## src/rtl/epi_thr_pkg.sv

```systemverilog
package epi_thr_pkg;
  // Window-boundary strobes from the energy datapath to the control.
  typedef struct packed {
    logic winEnd;
    logic over;
    logic under;
  } winStat_t;
endpackage

```

## src/rtl/epi_thr_energy.sv

```systemverilog
module epi_thr_energy
  import epi_thr_pkg::*;
#(
  parameter int NUM_SMALL  = 25,
  parameter int NUM_LEVELS = 4,
  parameter int EPI_W      = 16,
  parameter int ACC_W      = 32,
  parameter int WIN_LEN    = 1024,
  localparam int VF_W      = (NUM_LEVELS > 1) ? $clog2(NUM_LEVELS) : 1
) (
  input  logic                        clk,
  input  logic                        rstN,
  input  logic                        largeRetire,
  input  logic [NUM_SMALL-1:0]        smallRetire,
  input  logic                        largeOn,
  input  logic [NUM_SMALL-1:0]        smallEn,
  input  logic [VF_W-1:0]             vf,
  input  logic [NUM_LEVELS*EPI_W-1:0] epiLargeTbl,
  input  logic [NUM_LEVELS*EPI_W-1:0] epiSmallTbl,
  input  logic [ACC_W-1:0]            budget,
  output winStat_t                    stat
);
  localparam int CNT_W = (WIN_LEN > 1) ? $clog2(WIN_LEN) : 1;
  localparam int PC_W  = $clog2(NUM_SMALL + 1);

  logic [CNT_W-1:0] winCnt;
  logic [ACC_W-1:0] acc, accNext, addE;
  logic [PC_W-1:0]  activeCnt;
  logic [EPI_W-1:0] epiL, epiS;
  logic [ACC_W+1:0] scaledE, scaledB;
  logic             winEnd;

  assign epiL = epiLargeTbl[vf*EPI_W +: EPI_W];
  assign epiS = epiSmallTbl[vf*EPI_W +: EPI_W];

  // Count enabled small cores that retired this cycle.
  always_comb begin
    activeCnt = '0;
    for (int i = 0; i < NUM_SMALL; i++)
      activeCnt = activeCnt + PC_W'(smallRetire[i] & smallEn[i]);
  end

  assign addE    = ((largeRetire && largeOn) ? ACC_W'(epiL) : '0)
                 + ACC_W'(activeCnt) * ACC_W'(epiS);
  assign accNext = acc + addE;
  assign winEnd  = (winCnt == CNT_W'(WIN_LEN - 1));
  assign scaledE = {accNext, 2'b00};
  assign scaledB = {2'b00, budget} + {1'b0, budget, 1'b0};

  assign stat.winEnd = winEnd;
  assign stat.over   = winEnd && (accNext > budget);
  assign stat.under  = winEnd && (scaledE < scaledB);

  always_ff @(posedge clk or negedge rstN) begin
    if (!rstN) begin
      winCnt <= '0;
      acc    <= '0;
    end else if (winEnd) begin
      winCnt <= '0;
      acc    <= '0;
    end else begin
      winCnt <= winCnt + CNT_W'(1);
      acc    <= accNext;
    end
  end

  a_r2_acc_clear: assert property (@(posedge clk) disable iff (!rstN)
    winEnd |=> acc == '0);
  a_r2_cnt_step: assert property (@(posedge clk) disable iff (!rstN)
    !winEnd |=> winCnt == $past(winCnt) + CNT_W'(1));
  a_r1_no_wrap: assert property (@(posedge clk) disable iff (!rstN)
    !winEnd |=> acc >= $past(acc));
endmodule

```

## src/rtl/epi_thr_control.sv

```systemverilog
module epi_thr_control
  import epi_thr_pkg::*;
#(
  parameter int NUM_SMALL  = 25,
  parameter int NUM_LEVELS = 4,
  parameter int OVERLAP    = 5,
  parameter int TH_W       = 6,
  parameter int ID_W       = 5,
  localparam int VF_W      = (NUM_LEVELS > 1) ? $clog2(NUM_LEVELS) : 1,
  localparam int SC_W      = $clog2(NUM_SMALL + 1)
) (
  input  logic            clk,
  input  logic            rstN,
  input  winStat_t        stat,
  input  logic [TH_W-1:0] runThreads,
  input  logic            migDone,
  output logic [VF_W-1:0] vf,
  output logic            largeOn,
  output logic [SC_W-1:0] nSmall,
  output logic            migReq,
  output logic [ID_W-1:0] migSrc,
  output logic [ID_W-1:0] migDst
);
  localparam logic [VF_W-1:0] TOP_VF   = VF_W'(NUM_LEVELS - 1);
  localparam logic [ID_W-1:0] LARGE_ID = '0;
  localparam logic [ID_W-1:0] SMALL0_ID = ID_W'(1);

  logic [SC_W-1:0] cap, tgtSmall, shedSmall;
  logic            forceSmall, streak, busy, tgtLarge;

  // Target mix from thread count, cap and forced mode (pre-boundary values).
  always_comb begin
    int t, c, s, h;
    t = int'(runThreads);
    c = int'(cap);
    h = (t < 1) ? 1 : t;
    if (forceSmall) begin
      tgtLarge = 1'b0; s = h;
    end else if (t <= 1) begin
      tgtLarge = 1'b1; s = 0;
    end else if (t <= 1 + OVERLAP) begin
      tgtLarge = 1'b1; s = t - 1;
    end else begin
      tgtLarge = 1'b0; s = t;
    end
    if (s > c) s = c;
    if (h > c) h = c;
    tgtSmall  = SC_W'(s);
    shedSmall = SC_W'(h);
  end

  always_ff @(posedge clk or negedge rstN) begin
    if (!rstN) begin
      vf         <= TOP_VF;
      largeOn    <= 1'b1;
      nSmall     <= '0;
      cap        <= SC_W'(NUM_SMALL);
      forceSmall <= 1'b0;
      streak     <= 1'b0;
      busy       <= 1'b0;
      migReq     <= 1'b0;
      migSrc     <= '0;
      migDst     <= '0;
    end else begin
      migReq <= 1'b0;
      if (busy && migDone) busy <= 1'b0;
      if (stat.winEnd && !busy) begin
        if (stat.over) begin
          streak <= 1'b0;
          if (vf != '0) begin
            vf <= vf - VF_W'(1);
          end else if (largeOn) begin
            forceSmall <= 1'b1;
            largeOn    <= 1'b0;
            nSmall     <= shedSmall;
            migReq     <= 1'b1;
            migSrc     <= LARGE_ID;
            migDst     <= SMALL0_ID;
            busy       <= 1'b1;
          end else if (nSmall > SC_W'(1)) begin
            nSmall <= nSmall - SC_W'(1);
            cap    <= nSmall - SC_W'(1);
          end
        end else begin
          if (stat.under) begin
            if (streak) begin
              streak <= 1'b0;
              if (forceSmall)                 forceSmall <= 1'b0;
              else if (cap < SC_W'(NUM_SMALL)) cap       <= cap + SC_W'(1);
              else if (vf != TOP_VF)           vf        <= vf + VF_W'(1);
            end else begin
              streak <= 1'b1;
            end
          end else begin
            streak <= 1'b0;
          end
          if (tgtLarge != largeOn) begin
            migReq <= 1'b1;
            migSrc <= largeOn ? LARGE_ID : SMALL0_ID;
            migDst <= largeOn ? SMALL0_ID : LARGE_ID;
            busy   <= 1'b1;
          end
          largeOn <= tgtLarge;
          nSmall  <= tgtSmall;
        end
      end
    end
  end

  a_r7_one_pulse: assert property (@(posedge clk) disable iff (!rstN)
    migReq |=> !migReq);
  a_r8_freeze: assert property (@(posedge clk) disable iff (!rstN)
    (busy && !migDone) |=> ($stable(vf) && $stable(largeOn) && $stable(nSmall) && !migReq));
  a_r3_level_first: assert property (@(posedge clk) disable iff (!rstN)
    (stat.winEnd && stat.over && !busy && vf != '0)
      |=> (vf == $past(vf) - VF_W'(1)) && $stable(largeOn) && $stable(nSmall));
  a_r2_boundary_only: assert property (@(posedge clk) disable iff (!rstN)
    !stat.winEnd |=> ($stable(vf) && $stable(largeOn) && $stable(nSmall)));
  a_r6_overlap_bound: assert property (@(posedge clk) disable iff (!rstN)
    largeOn |-> nSmall <= SC_W'(OVERLAP));
  a_r6_small_nonempty: assert property (@(posedge clk) disable iff (!rstN)
    !largeOn |-> nSmall != '0);
endmodule

```

## src/rtl/epi_throttle.sv

```systemverilog
module epi_throttle
  import epi_thr_pkg::*;
#(
  parameter int NUM_SMALL  = 25,
  parameter int NUM_LEVELS = 4,
  parameter int EPI_W      = 16,
  parameter int ACC_W      = 32,
  parameter int WIN_LEN    = 1024,
  parameter int OVERLAP    = 5,
  parameter int TH_W       = 6,
  parameter int ID_W       = 5,
  localparam int VF_W      = (NUM_LEVELS > 1) ? $clog2(NUM_LEVELS) : 1
) (
  input  logic                        clk,
  input  logic                        rstN,
  input  logic                        largeRetire,
  input  logic [NUM_SMALL-1:0]        smallRetire,
  input  logic [TH_W-1:0]             runThreads,
  input  logic [ACC_W-1:0]            budget,
  input  logic [NUM_LEVELS*EPI_W-1:0] epiLargeTbl,
  input  logic [NUM_LEVELS*EPI_W-1:0] epiSmallTbl,
  input  logic                        migDone,
  output logic                        largeEn,
  output logic [NUM_SMALL-1:0]        smallEn,
  output logic [VF_W-1:0]             vfLevel,
  output logic                        migReq,
  output logic [ID_W-1:0]             migSrc,
  output logic [ID_W-1:0]             migDst
);
  localparam int SC_W = $clog2(NUM_SMALL + 1);

  winStat_t        stat;
  logic [SC_W-1:0] nSmall;
  logic            largeOn;
  logic [VF_W-1:0] vf;

  // Thermometer enable: the lowest nSmall small cores run.
  for (genvar i = 0; i < NUM_SMALL; i++) begin : g_en
    assign smallEn[i] = (SC_W'(i) < nSmall);
  end

  assign largeEn = largeOn;
  assign vfLevel = vf;

  epi_thr_energy #(
    .NUM_SMALL(NUM_SMALL), .NUM_LEVELS(NUM_LEVELS), .EPI_W(EPI_W),
    .ACC_W(ACC_W), .WIN_LEN(WIN_LEN)
  ) u_energy (
    .clk(clk), .rstN(rstN), .largeRetire(largeRetire), .smallRetire(smallRetire),
    .largeOn(largeOn), .smallEn(smallEn), .vf(vf),
    .epiLargeTbl(epiLargeTbl), .epiSmallTbl(epiSmallTbl),
    .budget(budget), .stat(stat)
  );

  epi_thr_control #(
    .NUM_SMALL(NUM_SMALL), .NUM_LEVELS(NUM_LEVELS), .OVERLAP(OVERLAP),
    .TH_W(TH_W), .ID_W(ID_W)
  ) u_ctrl (
    .clk(clk), .rstN(rstN), .stat(stat), .runThreads(runThreads),
    .migDone(migDone), .vf(vf), .largeOn(largeOn), .nSmall(nSmall),
    .migReq(migReq), .migSrc(migSrc), .migDst(migDst)
  );
endmodule

```

## config.mk

```make
export PLATFORM = sky130hd
export DESIGN_NAME = epi_throttle
export DESIGN_NICKNAME = d
export VERILOG_FILES = /design/src/rtl/epi_thr_pkg.sv /design/src/rtl/epi_thr_energy.sv /design/src/rtl/epi_thr_control.sv /design/src/rtl/epi_throttle.sv
export SDC_FILE = /design/constraint.sdc
export NUM_CORES = 1
export LEC_CHECK = 0
export BUFFER_PORTS_ARGS = -buffer_cell sky130_fd_sc_hd__buf_2
export CORE_MARGIN = 1
export CORE_UTILIZATION = 50
export CTS_CLUSTER_SIZE = 10
export DETAILED_ROUTE_END_ITERATION = 6
export GPL_ROUTABILITY_DRIVEN = 0
export PLACE_DENSITY = 0.72
export SLEW_MARGIN = 30
export SYNTH_ARGS = -nofsm -noshare
export SYNTH_HDL_FRONTEND = slang
export SYNTH_HIERARCHICAL = 1
export SYNTH_SLANG_ARGS = --single-unit
```

## constraint.sdc

```tcl
create_clock -name clk -period 24.7 [get_ports clk]
set_input_delay 1.235 -clock clk [delete_from_list [all_inputs] [get_ports clk]]
set_output_delay 1.235 -clock clk [all_outputs]
set_load 0.05 [all_outputs]
```

# After elaboration in Yosys (flattened, before gate mapping)
# Index checks and enable logic that the tools add are counted.
# W data, S select, Z words.
# classes
n_reduce_logical	18
addsub	33
n_mul	1
n_lt_le_gt_ge	34
n_eq_ne	11
bitwise_logic	25
shift	2
mux	61
# op_table
op	count
$mux W32	4
$shiftx A64 B7 Y16	2
$add A5 B5 Y5	24
$mux W5	21
$lt A5 B5 Y1 const A	9
$lt A4 B5 Y1 const A	8
$add A32 B33 Y34	1
$lt A34 B34 Y1	1
$add A32 B21 Y32	1
$add A32 B32 Y32	1
$gt A32 B32 Y1	1
$gt A32 B6 Y1	1
$mux W1	26
$and A1 B1 Y1	25
$mul A5 B16 Y21	1
$lt A3 B5 Y1 const A	4
$mux W16	1
$mux W2	7
$reduce_bool A2 Y1	6
$add A10 B1 Y10 const B	1
$eq A10 B10 Y1 const B	1
$lt A1 B5 Y1 const A	2
$lt A2 B5 Y1 const A	2
$mux W10	1
24 further kinds	34
# totals
word_cells	197
reg_bits	69
inputBits	195
out_inout_bits	39

# Logic depth before layout (Yosys ltp)
# Gate-level depths: netlist of the first run.
# depth
depth_word	33
ltp_mapped	54

# Modules after synthesis
# The synthesis of the first run kept the hierarchy.
# modules_own_cells
module	area_each_um2	cells_each	instances
epi_thr_energy	9904.5	1100	1
epi_thr_control	1793.0	217	1
epi_throttle	242.7	46	1

# Worst setup path after synthesis of the first run
# Ideal clock, no wire load.
# synth_timing
kind	reg-to-reg
start	register u_ctrl.nSmall[4]
end	register u_ctrl.cap[2]
arrival_time_ns	12.847
t_required_ns	24.574
path_stages_with_launch	48
setup_slack_ns	11.727
period_less_slack_ns	12.973
cell_sequence	dfrtp_1 > clkbuf_1 > nand2_1 > o21ai_0 > nand2_1 > fa_1 > fa_1 > fa_1 > inv_1 > fa_1 > fa_1 > inv_1 > fa_1 > clkbuf_1 > nand2b_1 > fa_1 > fa_1 > fa_1 > [... 12 more ...] > ha_1 > nand4_1 > or4_1 > a21oi_1 > a2111o_1 > o22ai_1 > maj3_1 > o21ai_0 > a21oi_1 > a21boi_1 > o41a_1 > nand2b_1 > a2111oi_0 > o21ba_2 > clkbuf_1 > nand2_1 > o22ai_1 > a21oi_1
# synth_rtl
element	line	text
from (decl)	epi_thr_control.sv:19	output logic [SC_W-1:0] nSmall,
from (signal assigned)	epi_thr_control.sv:75	nSmall <= shedSmall;
from (signal assigned)	epi_thr_control.sv:81	nSmall <= nSmall - SC_W'(1);
from (signal assigned)	epi_thr_control.sv:104	nSmall <= tgtSmall;
to (signal assigned)	epi_thr_control.sv:57	cap <= SC_W'(NUM_SMALL);
to (signal assigned)	epi_thr_control.sv:82	cap <= nSmall - SC_W'(1);
to (signal assigned)	epi_thr_control.sv:89	else if (cap < SC_W'(NUM_SMALL)) cap <= cap + SC_W'(1);
to (decl)	epi_thr_control.sv:28	logic [SC_W-1:0] cap, tgtSmall, shedSmall;

==> results.toml, run 1 <==
[synthesis]
synth_edf_count = 0
synth_ff_type = "dfrtp_1"
synthCells = 1363
ys_ff_latch = 61
syn_avg_cell_area_um2 = 8.76
async_reset_ff_share_pct = 100
yosysUniqueCellTypes = 87
synth_area_mm2 = 0.0119
yosysWarnings = 6
ys_seq_area_share_pct = 12.8

[sta]
relSlewSlack_pct = 42.5
worstMarginPinSlew_ps = 863
fin_crit_ps = 14180
finalHoldViolations = 0
rsz0062_at_grt = "false"
fmax_ghz = 0.0705
tns_ps = 0
timing.final.max_slew_violations = 0
setup_viol = 0
fin_crit_sh_pct = 57.4
finalClockSkew_ps = 5.99
setup_ws_ps = 10520

[setup_path]
crit_required_ps = 24920
end_kind = "register"
cp_slowest_stage_delay_ps = 690
critPathSlowestCell = "o41a_1"
path_max_fanout = 21
crit_path_start_kind = "register"
cpMostUsedCell = "fa_1"
path_class = "reg -> reg"
critPathArrivalTime_ps = 14400

[floorplan]
start_util_pct = 50.9
row_count = 56
io_pins = 234
die_h_um = 157
fp.dieW_um = 157
coreArea_mm2 = 0.0235
dieArea_mm2 = 0.0245

[cells_and_area]
syn2layout_area_growth_pct = 14.3
stdcell_area_mm2 = 0.0136
final_cell_mix = "225 x buf_2, 186 x inv_1, 151 x ha_1"
diodes = 0
fillers = 2150
final_net_count = 2002
drive_above_1_share_pct = 19.8
mostFrequentLayoutCell = "buf_2"

[outcome]
violations = "DRC"
outcome = "finished, violations left"

[routing]
drcViolationCount = 1
wl_per_cell_um = 15.8
via_per_inst = 5.54
routed_wl_um = 29800
drt_iter0_drc = 453
ant_nets = 0
dr.pass1.iters = 7
vias = 10453

[run]
maxCapViolCount = 0

[clock_network]
clock-sinks = 61
cts_made_buffers = 9
postCtsHoldBufs = 0
cts_buffer_depth = 2
ctsResizeCount = 0
clock_latency_ps = 340
root_buffer = "clkbuf_16"
tritoncts = "built"
cts_htree_levels = 3
clkSlewWorstSetupHoldPaths_ps = 60
post_cts_buffers = 0

[grt]
overflow = 0
grt_max_degree = 62
grt_pass1_vias = 10206
antenna_found_initial = 0
grt_pass1_wl_um = 47900
grt_usage_pct = 24.7

[power]
cellPowerDensity_mw_per_mm2 = 78.9
p_leak_nw = 6.87
ir_drop_mv = 0.0642

[place]
dpl_worst_slack_ps = 10460
io_buffer_count = 225
dpl.hpwl_um = 24900
placed_cell_area_mm2 = 0.0133

[worst_hold_path]
hp-class = "reg -> reg"
cell type report:
class / count / area, µm² / area share (%)
Sequential cell: 61 / 1530 / 11.2
Multi-Input combinational cell: 1074 / 9520 / 69.8
Clock buffer: 9 / 225 / 1.65
Clock inverter: 7 / 106 / 0.780
Inverter: 187 / 702 / 5.14
Timing Repair Buffer: 229 / 1160 / 8.47
Tap cell: 319 / 399 / 2.93
per-stage QoR:
stage          power, mW  std cells  hold slack (ps)  util (%)
5_1_grt             1.20       1886              489      58.1
6_report            1.08       1886              466      58.1
2_1_floorplan      0.740       1370              438         -
3_5_place_dp       0.929       1870              462      56.6
3_3_place_gp       0.905       1870              455      56.6
4_1_cts             1.08       1886              470      58.1
layer usage:
metal	GRT usage (%)	part of all wire, %
met5	0	0
met1	30.7	44
met4	8.50	2.9
met3	2.96	4.1
met2	44.1	49
Yosys cell counts, drive strengths merged (5+ instances only):
library cell	count	area, µm²
nor3b	6	50.1
and2	92	576
a21boi	6	45.0
ha	151	1890
nor2	64	240
xnor2	40	373
a21o	42	315
and3	9	56.3
o31ai	5	37.5
a21oi	73	369
o22ai	6	37.5
o21bai	14	105
nand3	28	140
nand2b	13	81.3
mux4	32	721
mux2i	12	120
and4	7	61.3
dfstp	6	158
inv	186	698
maj3	5	51.3
clkbuf	31	116
nor3	26	140
a2111oi	6	77.6
nand2	103	387
nand4	7	43.8
o2111ai	5	43.8
xor2	27	236
buf	17	109
fa	94	1880
o221ai	6	52.6
a211oi	7	57.6
o31a	5	43.8
nor2b	30	188
o21a	15	113
or3	9	61.3
a31oi	13	81.3
dfrtp	55	1380
o21ai	45	225
o211ai	14	110
a211o	5	43.8
critical path, delay by kind of cell (launching register included):
| family | cells | cell delay, ps |
|---|---|---|
| adder cells (fa/ha/maj) | 14 | 6430 |
| AND/OR/NAND/NOR | 11 | 2830 |
| XOR/XNOR | 1 | 170 |
| flip-flops | 1 | 580 |
| AO/OA/AOI/OAI | 19 | 3750 |
| buffers and inverters | 5 | 280 |
worst paths after layout:
kind	start	to	slack, ps	cells past startpoint
worst max-delay path	u_ctrl/nSmall[2]	u_ctrl/cap[2]	10520	50
worst min-delay path	u_energy/winCnt[6]	u_energy/winCnt[6]	470	1
worst max register to register	u_ctrl/nSmall[2]	u_ctrl/cap[2]	10520	50
worst min register to register	u_energy/winCnt[6]	u_energy/winCnt[6]	470	1
max in group asynchronous	rstN	u_ctrl/migReq	23050	2
min in group asynchronous	rstN	u_ctrl/nSmall[3]	1050	2
report_power, final:
group / leakage (nW) / switching, mW / total [mW] / internal (mW)
combinational: 5.96 / 0.449 / 0.799 / 0.350
clock: 0.163 / 0.0535 / 0.144 / 0.0901
sequential: 0.747 / 0.0121 / 0.134 / 0.122
logic make-up after synthesis:
| family | share of synthesized area (%) |
|---|---|
| buffers and inverters | 7.76 |
| DFF | 12.8 |
| adders and majority gates | 32.0 |
| other | 0.0314 |
| muxes | 7.04 |
| and+or+nand+nor | 18.3 |
| AOI/OAI and AO/OA | 16.9 |
| xor gates and xnor gates | 5.10 |
state kept, by name, summed over array words and instances, names as in the netlist:
signal,count
u_ctrl/busy,1
u_ctrl/cap,5
u_ctrl/forceSmall,1
u_ctrl/largeOn,1
u_ctrl/migDst,1
u_ctrl/migReq,1
u_ctrl/migSrc,1
u_ctrl/nSmall,5
u_ctrl/streak,1
u_ctrl/vf,2
u_energy/acc,32
u_energy/winCnt,10
No activity file was read; power rests on OpenSTA's default activity.
==> run 2, diff against run 1 <==
- ABC_AREA: unset -> 1
- PLACE_DENSITY: 0.72 -> 0.75
- clock period: 24.7 -> 12.3 ns (I/O delays scaled with it)
==> results.toml, run 2 <==
[clock_network]
clock_latency_ps = 330
tritoncts = "built"
cts_buffer_depth = 2
clkSlewWorstSetupHoldPaths_ps = 60
root_buffer = "clkbuf_16"
cts_made_buffers = 9
cts_htree_levels = 3
clock-sinks = 61

[cells_and_area]
drive_above_1_share_pct = 15.8
reg.largest.list = "u_energy/acc: 32 flops, u_energy/winCnt: 10 flops"
syn2layout_area_growth_pct = 13.7
regMostFlops = "u_energy/acc"
mostFrequentLayoutCell = "nand2_1"
diodes = 0
final_net_count = 2547
fillers = 2266
final_cell_mix = "455 x nand2_1, 359 x inv_1, 237 x nor2_1"
largest_reg_flops = 32

[sta]
fin_crit_sh_pct = 92.8
worstMarginPinSlew_ps = 800
fmax_ghz = 0.0876
tns_ps = 0
relSlewSlack_pct = 46.7
setup_viol = 0
finalClockSkew_ps = 10.1
finalHoldViolations = 0
fin_crit_ps = 11420
timing.final.max_slew_violations = 0

[place]
dpl.hpwl_um = 29000
io_buffer_count = 225

[floorplan]
coreArea_mm2 = 0.0245
start_util_pct = 51.3
fp.dieW_um = 160
die_h_um = 160
dieArea_mm2 = 0.0258
io_pins = 234
row_count = 57

[synthesis]
async_reset_ff_share_pct = 100
synth_top_area_share_pct = 15.0
yosysWarnings = 6
synthSimpleGateAreaFrac_pct = 28.4
synth_ff_type = "dfrtp_1"
synthMuxAreaShare_pct = 0
synthXorXnorAreaFrac_pct = 4.39
synthAdderAreaFrac_pct = 30.0
synthTopCellsByArea = "ha_1 15%, fa_1 15%, nand2_1 14%, dfrtp_1 11%, inv_1 11%"
yosys.area.top_type = "ha_1"
synth_top_family_by_area = "adder cells"
synth.most_common_cell = "nand2_1"
synth_area_mm2 = 0.0126
yosysUniqueCellTypes = 54
synth_compound_area_share_pct = 11.8
synth_edf_count = 0
ys_ff_latch = 61
ys_seq_area_share_pct = 12.2
syn_avg_cell_area_um2 = 6.61
synthTopCellsByCount = "455 x nand2_1, 361 x inv_1, 241 x nor2_1"
synthCells = 1901

[routing]
drt_iter0_drc = 860
via_per_inst = 5.18
dr.pass1.iters = 6
vias = 12629
routed_wl_um = 34400
ant_nets = 0
wl_per_cell_um = 14.1
drcViolationCount = 0

[run]
maxCapViolCount = 0

[setup_path]
critPathSlowestCell = "fa_1"
path_max_fanout = 18
path_class = "reg -> reg"
crit_required_ps = 12510
crit_path_start_kind = "register"
cpMostUsedCell = "fa_1"
critPathArrivalTime_ps = 11630
cp_slowest_stage_delay_ps = 890
end_kind = "register"

[grt]
overflow = 0
grt_max_degree = 69
antenna_found_initial = 0
grt_pass1_wl_um = 57900
grt_pass1_vias = 12346
grt_usage_pct = 27.5

[outcome]
outcome = "finished, final reports clean"

[worst_hold_path]
hp-class = "in -> async"
-- run 2: changes by cell type after synthesis, moves of 32 or more --
cell     change
a21o_1      -35
nand2_1    +352
mux4_2      -32
nand3_1     +63
and2_1      -87
nor2_1     +177
inv_1      +175
-- run 2: layer usage --
metal  track usage, %  part of all wire, %
met1             35.8                   44
met2             47.0                   47
met3             3.56                  6.6
met4             8.53                  2.6
met5                0                    0
-- run 2: cell families after synthesis --
group	after synthesis
AO/OA/AOI/OAI	251
buffers and inverters	427
flip-flops	61
adder cells (fa/ha/maj)	245
AND/OR/NAND/NOR	853
XOR/XNOR	63
other	1
-- run 2: final cells by class --
cell class	instances	area, µm²	share of cell area (%)
multi-input combinational	1420	9410	65.9
sequential	61	1540	10.8
inverter	379	1430	10.0
timing repair buffer	236	1210	8.46
tap	324	405	2.84
clock buffer	10	229	1.60
clock inverter	6	63.8	0.447
-- run 2: repair_timing --
action,4_1_cts,5_1_grt
hold endpoints to repair,0,0
setup endpoints to repair,0,18
resized for setup,0,13
hold buffers,0,0
buffers inserted,0,2
-- run 2: through the flow --
stage	instances	cell area [µm²]	hold WS (ps)	worst slack, ps	utilization, %
2_1_floorplan	1908	12600	319	1010	-
3_3_place_gp	2418	14000	465	866	57.1
3_5_place_dp	2418	14000	470	638	57.1
4_1_cts	2434	14200	469	572	58.2
5_1_grt	2436	14300	466	-12.7	58.4
6_report	2436	14300	430	882	58.4
-- run 2: worst paths after layout --
| path | depth (start not counted) | slack (ps) | from | to |
|---|---|---|---|---|
| min in group clk | 2 | 470 | migDone | u_ctrl/busy |
| worst min-delay path | 2 | 430 | rstN | u_energy/acc[1] |
| worst max-delay path | 50 | 880 | u_ctrl/nSmall[2] | u_ctrl/nSmall[0] |
| max in group asynchronous | 2 | 11270 | rstN | u_ctrl/nSmall[2] |
| worst min register to register | 2 | 480 | u_ctrl/migSrc[0] | u_ctrl/migSrc[0] |
| worst max register to register | 50 | 880 | u_ctrl/nSmall[2] | u_ctrl/nSmall[0] |
-- run 2: worst max-delay path: cells and delay by family, from the launching register on --
| family | cells | cell delay (ps) |
|---|---|---|
| fa+ha+maj | 13 | 6620 |
| simple gates | 21 | 2630 |
| buf+inv | 11 | 810 |
| flops | 1 | 500 |
| compound gates | 4 | 460 |
| xor+xnor | 1 | 290 |
Power of run 2 is not shown: default switching activity piles up to over one toggle a cycle in this logic, so the estimate is an artifact.
